--- src/rtl/trap_pkg.sv ---
package trap_pkg;

  typedef enum logic [1:0] {
    SRC_EX = 2'd0,
    SRC_ID = 2'd1,
    SRC_IF = 2'd2
  } pcSrcT;

  localparam logic [1:0] CODE_NONE = 2'd0;
  localparam logic [1:0] CODE_IRQ  = 2'd1;
  localparam logic [1:0] CODE_ILL  = 2'd2;
  localparam logic [1:0] CODE_OVF  = 2'd3;

  // strobes from control to datapath
  typedef struct packed {
    logic       take;
    logic       killEx;
    logic       killId;
    logic       killIf;
    pcSrcT      pcSrc;
    logic [1:0] code;
  } trapStrobeT;

endpackage

--- src/rtl/trap_ctrl.sv ---
module trap_ctrl
  import trap_pkg::*;
(
  input  logic       idValid,
  input  logic       idIllegal,
  input  logic       exValid,
  input  logic       exOverflow,
  input  logic       irqReq,
  output trapStrobeT strobe
);

  logic ovfHit;
  logic illHit;

  assign ovfHit = exValid & exOverflow;
  assign illHit = idValid & idIllegal;

  always_comb begin
    strobe       = '0;
    strobe.pcSrc = SRC_IF;
    if (ovfHit) begin
      // execute instruction is the oldest offender: kill it and all behind
      strobe.take   = 1'b1;
      strobe.killEx = 1'b1;
      strobe.killId = 1'b1;
      strobe.killIf = 1'b1;
      strobe.pcSrc  = SRC_EX;
      strobe.code   = CODE_OVF;
    end else if (illHit) begin
      // execute instruction is older and finishes
      strobe.take   = 1'b1;
      strobe.killId = 1'b1;
      strobe.killIf = 1'b1;
      strobe.pcSrc  = SRC_ID;
      strobe.code   = CODE_ILL;
    end else if (irqReq) begin
      // execute finishes; oldest killed instruction is the restart point
      strobe.take   = 1'b1;
      strobe.killId = 1'b1;
      strobe.killIf = 1'b1;
      strobe.pcSrc  = idValid ? SRC_ID : SRC_IF;
      strobe.code   = CODE_IRQ;
    end
  end

endmodule

--- src/rtl/trap_dp.sv ---
module trap_dp
  import trap_pkg::*;
#(
  parameter int          AW         = 32,
  parameter int          CW         = 4,
  parameter logic [AW-1:0] HANDLER_PC = AW'(32'h4000_0040)
) (
  input  logic          clk,
  input  logic          rstN,
  input  trapStrobeT    strobe,
  input  logic [AW-1:0] ifPc,
  input  logic [AW-1:0] idPc,
  input  logic [AW-1:0] exPc,
  output logic          ifIdFlush,
  output logic          idExFlush,
  output logic          exCtrlFlush,
  output logic          redirectValid,
  output logic [AW-1:0] redirectPc,
  output logic [AW-1:0] epc,
  output logic [CW-1:0] cause
);

  logic [AW-1:0] chargedPc;
  logic [AW-1:0] epcQ;
  logic [CW-1:0] causeQ;

  always_comb begin
    unique case (strobe.pcSrc)
      SRC_EX:  chargedPc = exPc;
      SRC_ID:  chargedPc = idPc;
      default: chargedPc = ifPc;
    endcase
  end

  always_ff @(posedge clk or negedge rstN) begin
    if (!rstN) begin
      epcQ   <= '0;
      causeQ <= '0;
    end else if (strobe.take) begin
      epcQ   <= chargedPc;
      causeQ <= CW'(strobe.code);
    end
  end

  assign ifIdFlush     = strobe.killIf;
  assign idExFlush     = strobe.killId;
  assign exCtrlFlush   = strobe.killEx;
  assign redirectValid = strobe.take;
  assign redirectPc    = strobe.take ? HANDLER_PC : '0;
  assign epc           = epcQ;
  assign cause         = causeQ;

endmodule

--- src/rtl/pipe_trap_ctrl.sv ---
module pipe_trap_ctrl
  import trap_pkg::*;
#(
  parameter int            AW         = 32,
  parameter int            CW         = 4,
  parameter logic [AW-1:0] HANDLER_PC = AW'(32'h4000_0040)
) (
  input  logic          clk,
  input  logic          rstN,
  input  logic [AW-1:0] ifPc,
  input  logic          idValid,
  input  logic [AW-1:0] idPc,
  input  logic          idIllegal,
  input  logic          exValid,
  input  logic [AW-1:0] exPc,
  input  logic          exOverflow,
  input  logic          irqReq,
  output logic          ifIdFlush,
  output logic          idExFlush,
  output logic          exCtrlFlush,
  output logic          redirectValid,
  output logic [AW-1:0] redirectPc,
  output logic [AW-1:0] epc,
  output logic [CW-1:0] cause
);

  trapStrobeT strobe;

  trap_ctrl u_ctrl (
    .idValid    (idValid),
    .idIllegal  (idIllegal),
    .exValid    (exValid),
    .exOverflow (exOverflow),
    .irqReq     (irqReq),
    .strobe     (strobe)
  );

  trap_dp #(
    .AW         (AW),
    .CW         (CW),
    .HANDLER_PC (HANDLER_PC)
  ) u_dp (
    .clk           (clk),
    .rstN          (rstN),
    .strobe        (strobe),
    .ifPc          (ifPc),
    .idPc          (idPc),
    .exPc          (exPc),
    .ifIdFlush     (ifIdFlush),
    .idExFlush     (idExFlush),
    .exCtrlFlush   (exCtrlFlush),
    .redirectValid (redirectValid),
    .redirectPc    (redirectPc),
    .epc           (epc),
    .cause         (cause)
  );

endmodule

--- config.mk ---
export PLATFORM = sky130hd
export DESIGN_NAME = pipe_trap_ctrl
export DESIGN_NICKNAME = d
export VERILOG_FILES = /design/src/rtl/trap_pkg.sv /design/src/rtl/trap_ctrl.sv /design/src/rtl/trap_dp.sv /design/src/rtl/pipe_trap_ctrl.sv
export SDC_FILE = /design/constraint.sdc
export NUM_CORES = 1
export LEC_CHECK = 0
export ABC_AREA = 1
export BUFFER_PORTS_ARGS = -buffer_cell sky130_fd_sc_hd__clkbuf_2
export CORE_MARGIN = 5
export CORE_UTILIZATION = 44
export CTS_CLUSTER_DIAMETER = 60
export DETAILED_ROUTE_END_ITERATION = 16
export PLACE_DENSITY_LB_ADDON = 0.25
export SLEW_MARGIN = 15
export SYNTH_ARGS = -nofsm -noshare
export SYNTH_HDL_FRONTEND = slang
export SYNTH_SLANG_ARGS = --single-unit
--- constraint.sdc ---
create_clock -name clk -period 3.8 [get_ports clk]
set_clock_uncertainty 0.15 [all_clocks]
set_input_delay 1.14 -clock clk [delete_from_list [all_inputs] [get_ports clk]]
set_output_delay 1.14 -clock clk [all_outputs]
set_load 0.01 [all_outputs]
# Word-level counts from Yosys, hierarchy flattened
# Cells that the tools add are included.
[op_classes]
n_reduce_logical = 1
n_eq_ne = 1
muxes = 10
n_bitwise = 2
[ops]
columns = ["op", "count"]
rows = [
  ["$pmux 32 s2", 1],
  ["$mux 31", 1],
  ["$mux 6", 3],
  ["$mux 1", 4],
  ["$and 1x1->1", 2],
  ["$eq 2x1->1 const B", 1],
  ["$logic_not 2->1", 1],
  ["$mux 2", 1],
]
[word_totals]
output_inout_bits = 72
input_bits = 103
register_bits = 34
word_cells = 16

# Logic depth before layout (Yosys ltp)
# Gate-level depths: netlist of run 1.
[logic_depth]
word_depth = 6
mapped_depth = 7
depth_no_buf = 6

# Hierarchy
# From an unflattened synthesis of run 1, not the netlist that was laid out.
[unflattened]
hier_cells = 340
hier_area_um2 = 2533.7
[by_module_without_submodules]
columns = ["module", "seq_area_each_um2", "n_inst", "area_per_inst_um2", "cells_per_inst"]
rows = [
  ["trap_dp", 850.8, 1, 2456.1, 326],
  ["trap_ctrl", 0.0, 1, 77.6, 14],
]

# Least setup slack after synthesis of run 1
# OpenSTA, ideal clock, no wires.
[synth_timing]
path_type = "input port to output port"
start = "input port idIllegal"
end = "output port ifIdFlush"
arrival_ns = 1.836
slack_ns = 0.674
path_stages = 6
path_buffers = 2
required_time_ns = 2.510
cell_sequence = "nand2_4 -> nand2_1 -> nor2_4 -> inv_2 -> buf_4 -> buf_4"
[synth_via]
elab_chain_len = 3
[synth_rtl]
columns = ["item", "line", "rtl"]
rows = [
  ["start, declared", "pipe_trap_ctrl.sv:13", "input logic idIllegal,"],
  ["$and 1x1->1", "trap_ctrl.sv:16", "assign illHit = idValid & idIllegal;"],
  ["$mux 6", "trap_ctrl.sv:29", "end else if (illHit) begin"],
  ["$mux 6", "trap_ctrl.sv:21", "if (ovfHit) begin"],
  ["end, declared", "pipe_trap_ctrl.sv:18", "output logic ifIdFlush,"],
]
# No other way between the ends.

# Final worst setup path of run 1
[layout_timing]
start = "input port exValid"
end = "output port redirectPc[30]"
[layout_via]
elab_chain_len = 3
[layout_rtl]
columns = ["item", "line", "rtl"]
rows = [
  ["start, declared", "pipe_trap_ctrl.sv:14", "input logic exValid,"],
  ["$and 1x1->1", "trap_ctrl.sv:15", "assign ovfHit = exValid & exOverflow;"],
  ["$mux 1", "trap_ctrl.sv:21", ""],
  ["$mux 31", "trap_dp.sv:49", "assign redirectPc = strobe.take ? HANDLER_PC : '0;"],
  ["end, declared", "pipe_trap_ctrl.sv:22", "output logic [AW-1:0] redirectPc,"],
]
# No other way between the ends.

==> flow_metrics.env, run 1 <==
export IMPL_finalMaxSlewViolations=0
export IMPL_grt_remaining_overflow=0
export IMPL_finish_net_count=560
export IMPL_met2_wirelength_um=3662
export IMPL_syn_inst=332
export IMPL_setup_total_negative_slack_ns=0
export IMPL_maxClockFrequency_mhz=307.3
export IMPL_design_die_area_um2=6915
export IMPL_postcts_setup_bufs=0
export IMPL_cts_max_level=2
export IMPL_detail_route_first_pass_iterations=4
export IMPL_post_route_cells_drive_above_1_share_pct=36.03
export IMPL_hold_start="u_dp.epc[6]$_DFFE_PN0P_"
export IMPL_io_buffers=142
export IMPL_grt_util_all_layers_pct=20.86
export IMPL_min_delay_path_class="reg -> reg"
export IMPL_pin_count=175
export IMPL_diodes=0
export IMPL_avgSynthCellArea_um2=7.093
export IMPL_synth_compound_area_share_pct=0.2125
export IMPL_swShare_pct=33.64
export IMPL_muxShareOfSynthArea_pct=0
export IMPL_power_share_combinational_pct=30.8
export IMPL_cp_common_cell="sky130_fd_sc_hd__clkbuf_2"
export IMPL_std_cell_rows=26
export IMPL_critPathKind="in -> out"
export IMPL_max_cap_viol_count=0
export IMPL_yosysTopAreaCellShare_pct=36.13
export IMPL_ys_seq_area_share_pct=36.13
export IMPL_finalCritPeriodShare_pct=85.65
export IMPL_timing_critical_path_from_type="input pin"
export IMPL_die_width_um=83.16
export IMPL_timing_critical_path_from="exValid"
export IMPL_intPower_mw=0.6832
export IMPL_cts_clk_slew_worst_paths_ns=0.06
export IMPL_vias=2589
export IMPL_count_of_hold_buffers_inserted_by_post_cts_repair=0
export IMPL_cts_sinks=34
export IMPL_worstSetupEndpointType="output port"
export IMPL_hold_path_cell_cnt=2
export IMPL_r2r_setup_slack_ns=2.93
export IMPL_switching_power_mw=0.3463
export IMPL_worst_path_max_delay_cell="sky130_fd_sc_hd__inv_2"
export IMPL_post_dp_hpwl_um=5249
export IMPL_area_growth_syn_to_layout_pct=27.05
export IMPL_main_combinational_cell_family_by_area_after_synthesis="simple AND/OR/NAND/NOR gates"
export IMPL_report_final_hold_viol_count=0
export IMPL_synth_simple_gate_area_share_pct=45.59
export IMPL_post_drt_via_cell_ratio=4.903
export IMPL_reg2regPathDepth=2
export IMPL_headroom_to_the_max_slew_limit_pct=44.38
export IMPL_pwr_density_cell_nw_per_um2=344.1
export IMPL_drt_total_wl_um=7198
export IMPL_clock_tree_root_cell="sky130_fd_sc_hd__clkbuf_8"
export IMPL_yosys_cell_types_count=16
export IMPL_critPathBufInv=3
export IMPL_netlist_top_cells_area="sky130_fd_sc_hd__dfrtp_1 (36%), sky130_fd_sc_hd__nand2_1 (21%), sky130_fd_sc_hd__buf_4 (14%)"
export IMPL_tritoncts="done"
export IMPL_postSynthRegisterBits=34
export IMPL_grt_setup_unrepaired="false"
export IMPL_design_core_area_um2=5140
export IMPL_drt_antenna_violating_nets=0
export IMPL_route_layer_met1_wl_um=2817
export IMPL_max_vdd_ir_drop_v=0.0001472
export IMPL_yosys_area_share_xor_xnor_pct=0
export IMPL_slowest_delay_ns=0.29
export IMPL_first_global_vias=2636
export IMPL_drt_wirelength_per_cell_um=13.63
export IMPL_post_synthesis_share_of_cell_area_spent_on_full_adders_half_adders_and_majority_gates_pct=0
export IMPL_worstPathCellList="clkbuf_2 > nand2_2 > nand2_1 > nor2_4 > inv_2 > clkbuf_2"
export IMPL_min_period_ns=3.255
export IMPL_worst_hold_path_endpoint="u_dp.epc[6]$_DFFE_PN0P_"
export IMPL_detail_route_drc_violations=0
export IMPL_timing_critical_path_fanout_max=22
export IMPL_drt_initial_drc_count=121
export IMPL_timing_critical_path_arrival_ns=1.96
export IMPL_clock_tree_buffer_depth=2
export IMPL_synth_largest_area_cell="sky130_fd_sc_hd__dfrtp_1"
export IMPL_gp_congestion=0.7845
export IMPL_syn_cell_area_um2=2355
export IMPL_required_ns=2.51
export IMPL_detailed_place_area_um2=2900
export IMPL_power_leakage_nw=1.773
export IMPL_ys_warnings_count=0
export IMPL_grt_max_degree=67
export IMPL_run_status="finished clean"
export IMPL_r2r_start="u_dp.cause[0]$_DFFE_PN0P_"
export IMPL_transition_time_of_the_tightest_slew_check_pin_ns=0.8344
export IMPL_setup_viol=0
export IMPL_worst_r2r_endpoint="u_dp.cause[0]$_DFFE_PN0P_"
export IMPL_cts_inserted_buffers=5
export IMPL_highest_signal_layer="met4"
export IMPL_largest_delay_contributor_family_on_the_critical_path="buffers and inverters"
export IMPL_grt_first_pass_wirelength_um=12150
export IMPL_antenna_violations_before_repair=0
export IMPL_pwr_share_seq_pct=42.7
export IMPL_clock_latency_ns=0.28
export IMPL_die_height_um=83.16
export IMPL_cts_resized=0
export IMPL_start_util_pct=45.81
export IMPL_final_std_cell_area_no_fill_um2=2992
export IMPL_share_clk_of_total_power_pct=26.5
export IMPL_met3_wirelength_um=625
-- worst max-delay path by stage --
stage	slack (ns)	cells past startpoint	endpoint
finish	0.55	6	redirectPc[30]
floorplan	0.67	6	ifIdFlush
global route	0.44	6	idExFlush
global placement	0.55	6	idExFlush
CTS	0.52	6	idExFlush
detailed placement	0.52	6	idExFlush
-- per-layer routing --
| layer | vias up | track usage (%) |
|---|---|---|
| li1 | 1283 | - |
| met1 | 1174 | 23.80 |
| met2 | 121 | 37.54 |
| met3 | 11 | 6.337 |
| met4 | 0 | 5.646 |
| met5 | - | 0 |
-- final cells by class --
class	count	area, µm²
flip-flops and latches	34	850.8
well taps	70	87.58
multi-input cells	266	1199
inverters	2	7.507
clock buffers	7	86.33
repair buffers	148	755.7
clock inverters	1	5.005
fillers	543	2148
-- power groups by stage --
| stage | logic [mW] | registers [mW] | clock network [mW] |
|---|---|---|---|
| floorplan | 0.181 | 0.468 | 0 |
| global placement | 0.314 | 0.444 | 0 |
| CTS | 0.321 | 0.440 | 0.281 |
| finish | 0.317 | 0.440 | 0.272 |
| detailed placement | 0.321 | 0.445 | 0 |
| global route | 0.360 | 0.446 | 0.295 |
-- synthesized netlist by cell type --
cell type	n
sky130_fd_sc_hd__o21ai_0	1
sky130_fd_sc_hd__nand2_1	131
sky130_fd_sc_hd__conb_1	1
sky130_fd_sc_hd__buf_1	1
sky130_fd_sc_hd__nand3_1	62
sky130_fd_sc_hd__inv_2	2
sky130_fd_sc_hd__nand3_2	3
sky130_fd_sc_hd__nand4_1	32
sky130_fd_sc_hd__nor2_4	1
sky130_fd_sc_hd__buf_4	43
sky130_fd_sc_hd__buf_2	13
sky130_fd_sc_hd__buf_6	1
sky130_fd_sc_hd__dfrtp_1	34
sky130_fd_sc_hd__nand2_2	3
sky130_fd_sc_hd__nand2_4	1
sky130_fd_sc_hd__clkbuf_1	3
-- metrics by stage --
| stage | hold WS, ns | std cells | utilization [%] | power, mW | worst slack, ns |
|---|---|---|---|---|---|
| 2_1_floorplan | 0.3655 | 363 | - | 0.6490 | 0.6741 |
| 3_3_place_gp | 0.3111 | 520 | 56.43 | 0.7588 | 0.5491 |
| 3_5_place_dp | 0.3142 | 520 | 56.43 | 0.7660 | 0.5229 |
| 4_1_cts | 0.3332 | 528 | 58.20 | 1.042 | 0.5217 |
| 5_1_grt | 0.3529 | 528 | 58.20 | 1.101 | 0.4409 |
| 6_report | 0.3279 | 528 | 58.20 | 1.030 | 0.5454 |
-- kinds of logic after synthesis --
group | after synthesis
buf+inv | 63
flops | 34
simple gates | 233
other cells | 1
compound gates | 1
-- state kept, by name (all words and copies together), names as in the netlist --
register / count
u_dp.epc: 32
u_dp.cause: 2
-- cells in the final DEF, fill, tap and decap left out --
master and count:
sky130_fd_sc_hd__nand3_1 62, sky130_fd_sc_hd__nor2_4 1, sky130_fd_sc_hd__nand2_2 3, sky130_fd_sc_hd__nand4_1 32
sky130_fd_sc_hd__nand2_4 1, sky130_fd_sc_hd__nand2_1 131, sky130_fd_sc_hd__o21ai_0 1, sky130_fd_sc_hd__dfrtp_1 34
sky130_fd_sc_hd__clkinv_2 1, sky130_fd_sc_hd__buf_4 6, sky130_fd_sc_hd__inv_2 2, sky130_fd_sc_hd__conb_1 32
sky130_fd_sc_hd__clkbuf_8 6, sky130_fd_sc_hd__clkbuf_2 142, sky130_fd_sc_hd__nand3_2 3, sky130_fd_sc_hd__clkbuf_1 1
-- tightest hold or removal path: cells and delay by family, from the launching register on --
kind | cells | cell delay [ns]
simple gates | 2 | 0.11
flops | 1 | 0.34
Power figures use the tool's default switching activity.
==> run 2: changes to the inputs <==
--- a/config.mk
+++ b/config.mk
@@ -5,7 +5,6 @@
 export SDC_FILE = /design/constraint.sdc
 export NUM_CORES = 1
 export LEC_CHECK = 0
-export ABC_AREA = 1
 export BUFFER_PORTS_ARGS = -buffer_cell sky130_fd_sc_hd__clkbuf_2
 export CORE_MARGIN = 5
 export CORE_UTILIZATION = 44
==> run 2 against run 1 <==
  * Core utilization is 2.6 points lower
  * Highest routed layer unchanged
  * Sequential power hardly changed
  * First-iteration DRC count is 43% lower
  * Register-to-register slack worse by 0.03 ns
  * Via count is 10% lower
  * Worst hold slack better by 0.0057 ns
  * Cell count is 12% lower
  * Die area is 2.0% higher
==> flow_metrics.env, run 2 <==
export IMPL_run_status="finished clean"
export IMPL_drt_initial_drc_count=69
export IMPL_largest_register_ff_count=32
export IMPL_required_ns=2.51
export IMPL_clock_tree_buffer_depth=2
export IMPL_power_mw=1.021
export IMPL_timing_critical_path_from_type="input pin"
export IMPL_detail_route_drc_violations=0
export IMPL_grt_util_all_layers_pct=20.05
export IMPL_layout_cells_most_common="sky130_fd_sc_hd__clkbuf_2"
export IMPL_postSynthRegisterBits=34
export IMPL_drt_wirelength_per_cell_um=15.20
export IMPL_headroom_to_the_max_slew_limit_pct=41.00
export IMPL_setup_viol=0
export IMPL_timing_critical_path_arrival_ns=1.95
export IMPL_post_synth_top_count_cell="sky130_fd_sc_hd__nor3_1"
export IMPL_clock_latency_ns=0.28
export IMPL_reg2regPathDepth=2
export IMPL_grt_first_pass_wirelength_um=11630
export IMPL_r2r_setup_slack_ns=2.90
export IMPL_detail_route_first_pass_iterations=4
export IMPL_r2r_start="u_dp.cause[0]$_DFFE_PN0P_"
export IMPL_io_buffers=142
export IMPL_first_global_vias=2471
export IMPL_tritoncts="done"
export IMPL_gp_congestion=0.8269
export IMPL_drt_antenna_violating_nets=0
export IMPL_post_drt_via_cell_ratio=5.022
export IMPL_ys_warnings_count=0
export IMPL_clock_tree_root_cell="sky130_fd_sc_hd__clkbuf_8"
export IMPL_avgSynthCellArea_um2=9.123
export IMPL_area_growth_syn_to_layout_pct=24.68
export IMPL_critPathKind="in -> out"
export IMPL_post_route_cells_drive_above_1_share_pct=50.90
export IMPL_die_width_um=83.99
export IMPL_netlist_top_cells_area="sky130_fd_sc_hd__dfrtp_1 (35%), sky130_fd_sc_hd__o31ai_2 (17%), sky130_fd_sc_hd__nor3_1 (13%)"
export IMPL_worst_r2r_endpoint="u_dp.cause[0]$_DFFE_PN0P_"
export IMPL_diodes=0
export IMPL_timing_critical_path_fanout_max=18
export IMPL_std_cell_rows=27
export IMPL_power_share_combinational_pct=32.5
export IMPL_power_leakage_nw=1.480
export IMPL_worstSetupEndpointType="output port"
export IMPL_pwr_share_seq_pct=42.9
export IMPL_ys_seq_area_share_pct=35.32
export IMPL_post_dp_hpwl_um=5027
export IMPL_synth_largest_area_cell="sky130_fd_sc_hd__dfrtp_1"
export IMPL_finalCritPeriodShare_pct=85.33
export IMPL_cts_sinks=34
export IMPL_antenna_violations_before_repair=0
export IMPL_synth_edff_count=0
export IMPL_intPower_mw=0.6774
export IMPL_min_delay_path_class="reg -> reg"
export IMPL_final_std_cell_area_no_fill_um2=3003
export IMPL_max_vdd_ir_drop_v=0.0001483
export IMPL_report_final_hold_viol_count=0
export IMPL_max_cap_viol_count=0
export IMPL_grt_max_degree=65
export IMPL_synth_top_cells_by_count="sky130_fd_sc_hd__nor3_1 (64), sky130_fd_sc_hd__buf_4 (37), sky130_fd_sc_hd__dfrtp_1 (34), sky130_fd_sc_hd__nand2_1 (34), sky130_fd_sc_hd__o31ai_2 (32)"
export IMPL_transition_time_of_the_tightest_slew_check_pin_ns=0.8850
export IMPL_cts_inserted_buffers=5
export IMPL_postcts_setup_bufs=0
export IMPL_vias=2325
export IMPL_finish_net_count=494
export IMPL_timing_critical_path_from="exValid"
export IMPL_min_period_ns=3.242
export IMPL_yosys_cell_types_count=20
export IMPL_yosysTopAreaCellShare_pct=35.32
export IMPL_start_util_pct=44.56
export IMPL_design_core_area_um2=5405
export IMPL_filler_cell_count=522
export IMPL_cts_resized=0
export IMPL_post_synthesis_async_set_or_reset_flop_share_pct=100.0
export IMPL_detailed_place_area_um2=2927
export IMPL_worstSetupEndpoint="idExFlush"
export IMPL_maxClockFrequency_mhz=308.4
export IMPL_cts_clk_slew_worst_paths_ns=0.07
export IMPL_pwr_density_cell_nw_per_um2=339.9
export IMPL_switching_power_mw=0.3432
export IMPL_share_clk_of_total_power_pct=24.7
export IMPL_count_of_hold_buffers_inserted_by_post_cts_repair=0
export IMPL_setup_total_negative_slack_ns=0
export IMPL_syn_cell_area_um2=2409
export IMPL_pin_count=175
export IMPL_drt_total_wl_um=7036
export IMPL_cts_max_level=2
export IMPL_syn_inst=264
export IMPL_commonest_cells_after_routing_fill_and_taps_aside="sky130_fd_sc_hd__clkbuf_2 (142), sky130_fd_sc_hd__nor3_1 (64), sky130_fd_sc_hd__nand2_1 (34), sky130_fd_sc_hd__dfrtp_1 (34)"
export IMPL_grt_setup_unrepaired="false"
export IMPL_die_height_um=83.99
export IMPL_swShare_pct=33.63
export IMPL_ys_flop_type="sky130_fd_sc_hd__dfrtp_1"
export IMPL_design_die_area_um2=7053
export IMPL_hold_slack_ns=0.3336
export IMPL_finalMaxSlewViolations=0
export IMPL_grt_remaining_overflow=0
[run 2: cell count changes after synthesis, moves of 7 or more]
cell                      delta
sky130_fd_sc_hd__buf_6       +7
sky130_fd_sc_hd__o21ai_2     +9
sky130_fd_sc_hd__o31ai_2    +32
sky130_fd_sc_hd__nand3_1    -61
sky130_fd_sc_hd__nand2_1    -97
sky130_fd_sc_hd__nand4_1    -32
sky130_fd_sc_hd__o21ai_0    +22
sky130_fd_sc_hd__nor3_1     +64
[run 2: power groups by stage]
| stage | Clock (mW) | Combinational, mW | Sequential, mW |
|---|---|---|---|
| floorplan | 0 | 0.200 | 0.467 |
| global placement | 0 | 0.331 | 0.443 |
| detailed placement | 0 | 0.335 | 0.445 |
| CTS | 0.259 | 0.336 | 0.438 |
| global route | 0.275 | 0.365 | 0.445 |
| finish | 0.252 | 0.331 | 0.438 |
[run 2: how the worst min path moves through the flow]
stage	from	end	slack, ns	cells past startpoint
floorplan	u_dp.epc[0]$_DFFE_PN0P_	u_dp.epc[0]$_DFFE_PN0P_	0.37	2
global placement	u_dp.epc[4]$_DFFE_PN0P_	u_dp.epc[4]$_DFFE_PN0P_	0.32	2
detailed placement	u_dp.epc[19]$_DFFE_PN0P_	u_dp.epc[19]$_DFFE_PN0P_	0.32	2
CTS	u_dp.epc[19]$_DFFE_PN0P_	u_dp.epc[19]$_DFFE_PN0P_	0.34	2
global route	u_dp.epc[19]$_DFFE_PN0P_	u_dp.epc[19]$_DFFE_PN0P_	0.35	2
finish	u_dp.epc[18]$_DFFE_PN0P_	u_dp.epc[18]$_DFFE_PN0P_	0.33	2
[run 2: per-stage QoR]
stage	worst slack (ns)	utilization (%)	std cells
detailed placement	0.5530	54.14	456
floorplan	0.6096	-	295
finish	0.5576	55.56	463
global placement	0.5566	54.14	456
CTS	0.5528	55.56	463
global route	0.5061	55.56	463
[run 2: layout make-up]
class	count	area [µm²]	area share (%)
Timing Repair Buffer	147	748.2	24.92
Inverter	2	8.758	0.2917
Multi-Input combinational cell	201	1229	40.92
Clock buffer	7	76.32	2.542
Tap cell	72	90.09	3.000
Sequential cell	34	850.8	28.33
[run 2: logic make-up after synthesis]
group | synth area share [%]
compound gates | 26.55
buf+inv | 18.65
flops | 35.32
other cells | 0.1557
simple gates | 19.32
[run 2: critical path: stages]
cell	delay [ns]
sky130_fd_sc_hd__clkbuf_2	0.11
sky130_fd_sc_hd__a221oi_4	0.31
sky130_fd_sc_hd__inv_2	0.20
sky130_fd_sc_hd__clkbuf_2	0.18
[run 2: metal layers]
metal  vias up  share of wire, %  track usage (%)
li1       1125                 -                -
met1      1087                40            24.14
met2       104                51            35.43
met3         9               7.3            5.232
met4         0               1.2            4.971
met5         -                 0                0
==> run 3: changes to the inputs <==
--- a/config.mk
+++ b/config.mk
@@ -11,6 +11,7 @@
 export CTS_CLUSTER_DIAMETER = 60
 export DETAILED_ROUTE_END_ITERATION = 16
 export PLACE_DENSITY_LB_ADDON = 0.25
+export SKIP_LAST_GASP = 1
 export SLEW_MARGIN = 15
 export SYNTH_ARGS = -nofsm -noshare
 export SYNTH_HDL_FRONTEND = slang
==> constraint.sdc (replaced) <==
create_clock -name clk -period 3.8 [get_ports clk]
set_clock_uncertainty 0.15 [all_clocks]
set_input_delay 0.76 -clock clk [delete_from_list [all_inputs] [get_ports clk]]
set_output_delay 0.76 -clock clk [all_outputs]
set_load 0.01 [all_outputs]
==> run 3 against run 2 <==
  * Global-route usage is 0.53 points lower
  * Worst setup slack better by 0.57 ns
  * Sequential power hardly changed
  * Design area is 0.25% lower
  * Routed wire length is 1.5% lower
  * Clock-buffer cell count stayed put
  * Worst hold slack worse by 0.0032 ns
  * First-iteration DRC count is 57% higher
  * Sequential cell count stayed put
  * Cell count is 0.22% lower
  * Sequential share of layout area is 0.071 points higher
  * Critical endpoint is now redirectPc[30]
==> flow_metrics.env, run 3 (synthesis results as in run 2) <==
export IMPL_pin_count=175
export IMPL_post_route_cells_drive_above_1_share_pct=50.77
export IMPL_report_final_hold_viol_count=0
export IMPL_cts_inserted_buffers=5
export IMPL_setup_total_negative_slack_ns=0
export IMPL_cp_common_cell="sky130_fd_sc_hd__clkbuf_2"
export IMPL_pwr_density_cell_nw_per_um2=338.8
export IMPL_drt_initial_drc_count=108
export IMPL_worst_path_max_delay_cell="sky130_fd_sc_hd__a221oi_4"
export IMPL_post_dp_hpwl_um=4984
export IMPL_drt_wirelength_per_cell_um=15.00
export IMPL_diodes=0
export IMPL_post_drt_via_cell_ratio=5.050
export IMPL_hold_slack_ns=0.3304
export IMPL_power_leakage_nw=1.476
export IMPL_r2r_setup_slack_ns=2.92
export IMPL_largest_register_ff_count=32
export IMPL_worstPathCellList="clkbuf_2 > a221oi_4 > inv_2 > clkbuf_2"
export IMPL_grt_util_all_layers_pct=19.52
export IMPL_grt_first_pass_wirelength_um=11290
export IMPL_grt_remaining_overflow=0
export IMPL_filler_cell_count=562
export IMPL_timing_critical_path_arrival_ns=1.76
export IMPL_run_status="finished clean"
export IMPL_critPathBufInv=3
export IMPL_drt_total_wl_um=6930
export IMPL_maxClockFrequency_mhz=374.3
export IMPL_commonest_cells_after_routing_fill_and_taps_aside="sky130_fd_sc_hd__clkbuf_2 (142), sky130_fd_sc_hd__nor3_1 (64), sky130_fd_sc_hd__nand2_1 (34), sky130_fd_sc_hd__dfrtp_1 (34)"
export IMPL_slowest_delay_ns=0.32
export IMPL_antenna_violations_before_repair=0
export IMPL_multi_input_comb_area_um2=1229
export IMPL_max_vdd_ir_drop_v=0.0001502
export IMPL_clock_tree_root_cell="sky130_fd_sc_hd__clkbuf_8"
export IMPL_gp_congestion=0.7784
export IMPL_min_period_ns=2.671
export IMPL_instances_no_fill=462
export IMPL_hold_path_cell_cnt=2
export IMPL_cts_sinks=34
export IMPL_reg2regPathDepth=2
export IMPL_sequential_cell_area_um2=850.8
export IMPL_headroom_to_the_max_slew_limit_pct=42.26
export IMPL_std_cell_rows=27
export IMPL_pre_cts_ws_ns=1.132
export IMPL_cts_max_level=2
export IMPL_detail_route_drc_violations=0
export IMPL_layout_cells_most_common="sky130_fd_sc_hd__clkbuf_2"
export IMPL_design_core_area_um2=5405
export IMPL_die_width_um=83.99
export IMPL_tritoncts="done"
export IMPL_drt_antenna_violating_nets=0
export IMPL_worst_r2r_endpoint="u_dp.cause[0]$_DFFE_PN0P_"
export IMPL_cts_resized=0
export IMPL_worstSetupEndpointType="output port"
export IMPL_hold_start="u_dp.epc[18]$_DFFE_PN0P_"
export IMPL_grt_max_degree=41
export IMPL_first_global_vias=2398
export IMPL_cts_clk_slew_worst_paths_ns=0.06
export IMPL_required_ns=2.89
export IMPL_io_buffers=142
export IMPL_final_std_cell_area_no_fill_um2=2995
export IMPL_design_die_area_um2=7053
export IMPL_count_of_hold_buffers_inserted_by_post_cts_repair=0
export IMPL_largest_delay_contributor_family_on_the_critical_path="buffers and inverters"
export IMPL_area_growth_syn_to_layout_pct=24.36
export IMPL_post_route_worst_setup_slack_ns=1.129
export IMPL_grt_setup_unrepaired="false"
export IMPL_clock_latency_ns=0.27
export IMPL_detailed_place_area_um2=2919
export IMPL_finalCritPeriodShare_pct=70.30
export IMPL_transition_time_of_the_tightest_slew_check_pin_ns=0.8661
export IMPL_timing_critical_path_from_type="input pin"
export IMPL_timing_critical_path_fanout_max=37
export IMPL_min_delay_path_class="reg -> reg"
export IMPL_vias=2333
export IMPL_start_util_pct=44.56
export IMPL_postcts_setup_bufs=0
export IMPL_finalMaxSlewViolations=0
export IMPL_finish_net_count=493
export IMPL_max_cap_viol_count=0
export IMPL_place_detailed_instances=455
export IMPL_die_height_um=83.99
export IMPL_detail_route_first_pass_iterations=4
export IMPL_clock_tree_buffer_depth=2
export IMPL_worst_hold_path_endpoint="u_dp.epc[18]$_DFFE_PN0P_"
export IMPL_setup_viol=0
export IMPL_critPathKind="in -> out"
export IMPL_r2r_start="u_dp.cause[0]$_DFFE_PN0P_"
## run 3: changes by cell type in the layout (fill, tap and decap cells not counted), sizes merged
cell and delta:
buf -1
## run 3: report_power, final
group / total [mW] / leakage, nW / switching (mW) / internal [mW]
clock: 0.246 / 0.0383 / 0.120 / 0.126
sequential: 0.439 / 0.395 / 0.0274 / 0.412
combinational: 0.329 / 1.04 / 0.191 / 0.139
total: 1.01 / 1.48 / 0.338 / 0.677
## run 3: worst max path at each step
| stage | startpoint | to | slack (ns) | cells after the start |
|---|---|---|---|---|
| after CTS | exValid | redirectPc[30] | 1.13 | 4 |
| after global placement | idValid | idExFlush | 1.16 | 4 |
| after floorplan | exValid | ifIdFlush | 1.37 | 4 |
| final | exValid | redirectPc[30] | 1.13 | 4 |
| after global routing | idValid | redirectPc[6] | 1.06 | 4 |
| after detailed placement | exValid | redirectPc[30] | 1.13 | 4 |
## run 3: per-layer routing
metal | up-vias | share of wire, % | GRT usage (%)
li1 | 1121 | - | -
met1 | 1088 | 40 | 22.32
met2 | 112 | 51 | 34.85
met3 | 12 | 7.6 | 4.936
met4 | 0 | 1.6 | 7.164
met5 | - | 0 | 0
## run 3: cell type report
type / instances / area share [%]
clock buffers: 7 / 2.548
inverters: 2 / 0.2924
multi-input cells: 201 / 41.02
flip-flops and latches: 34 / 28.40
well taps: 72 / 3.008
repair buffers: 146 / 24.73
## run 3: per-stage QoR
| step | power (mW) | util (%) |
|---|---|---|
| 2_1_floorplan | 0.6677 | - |
| 3_3_place_gp | 0.7718 | 54.00 |
| 3_5_place_dp | 0.7776 | 54.00 |
| 4_1_cts | 1.030 | 55.42 |
| 5_1_grt | 1.083 | 55.42 |
| 6_report | 1.015 | 55.42 |
## run 3: tightest hold or removal path: stages, from the launching register on
cell and delay (ns):
sky130_fd_sc_hd__dfrtp_1 0.34, sky130_fd_sc_hd__nand2_1 0.06, sky130_fd_sc_hd__o31ai_2 0.05
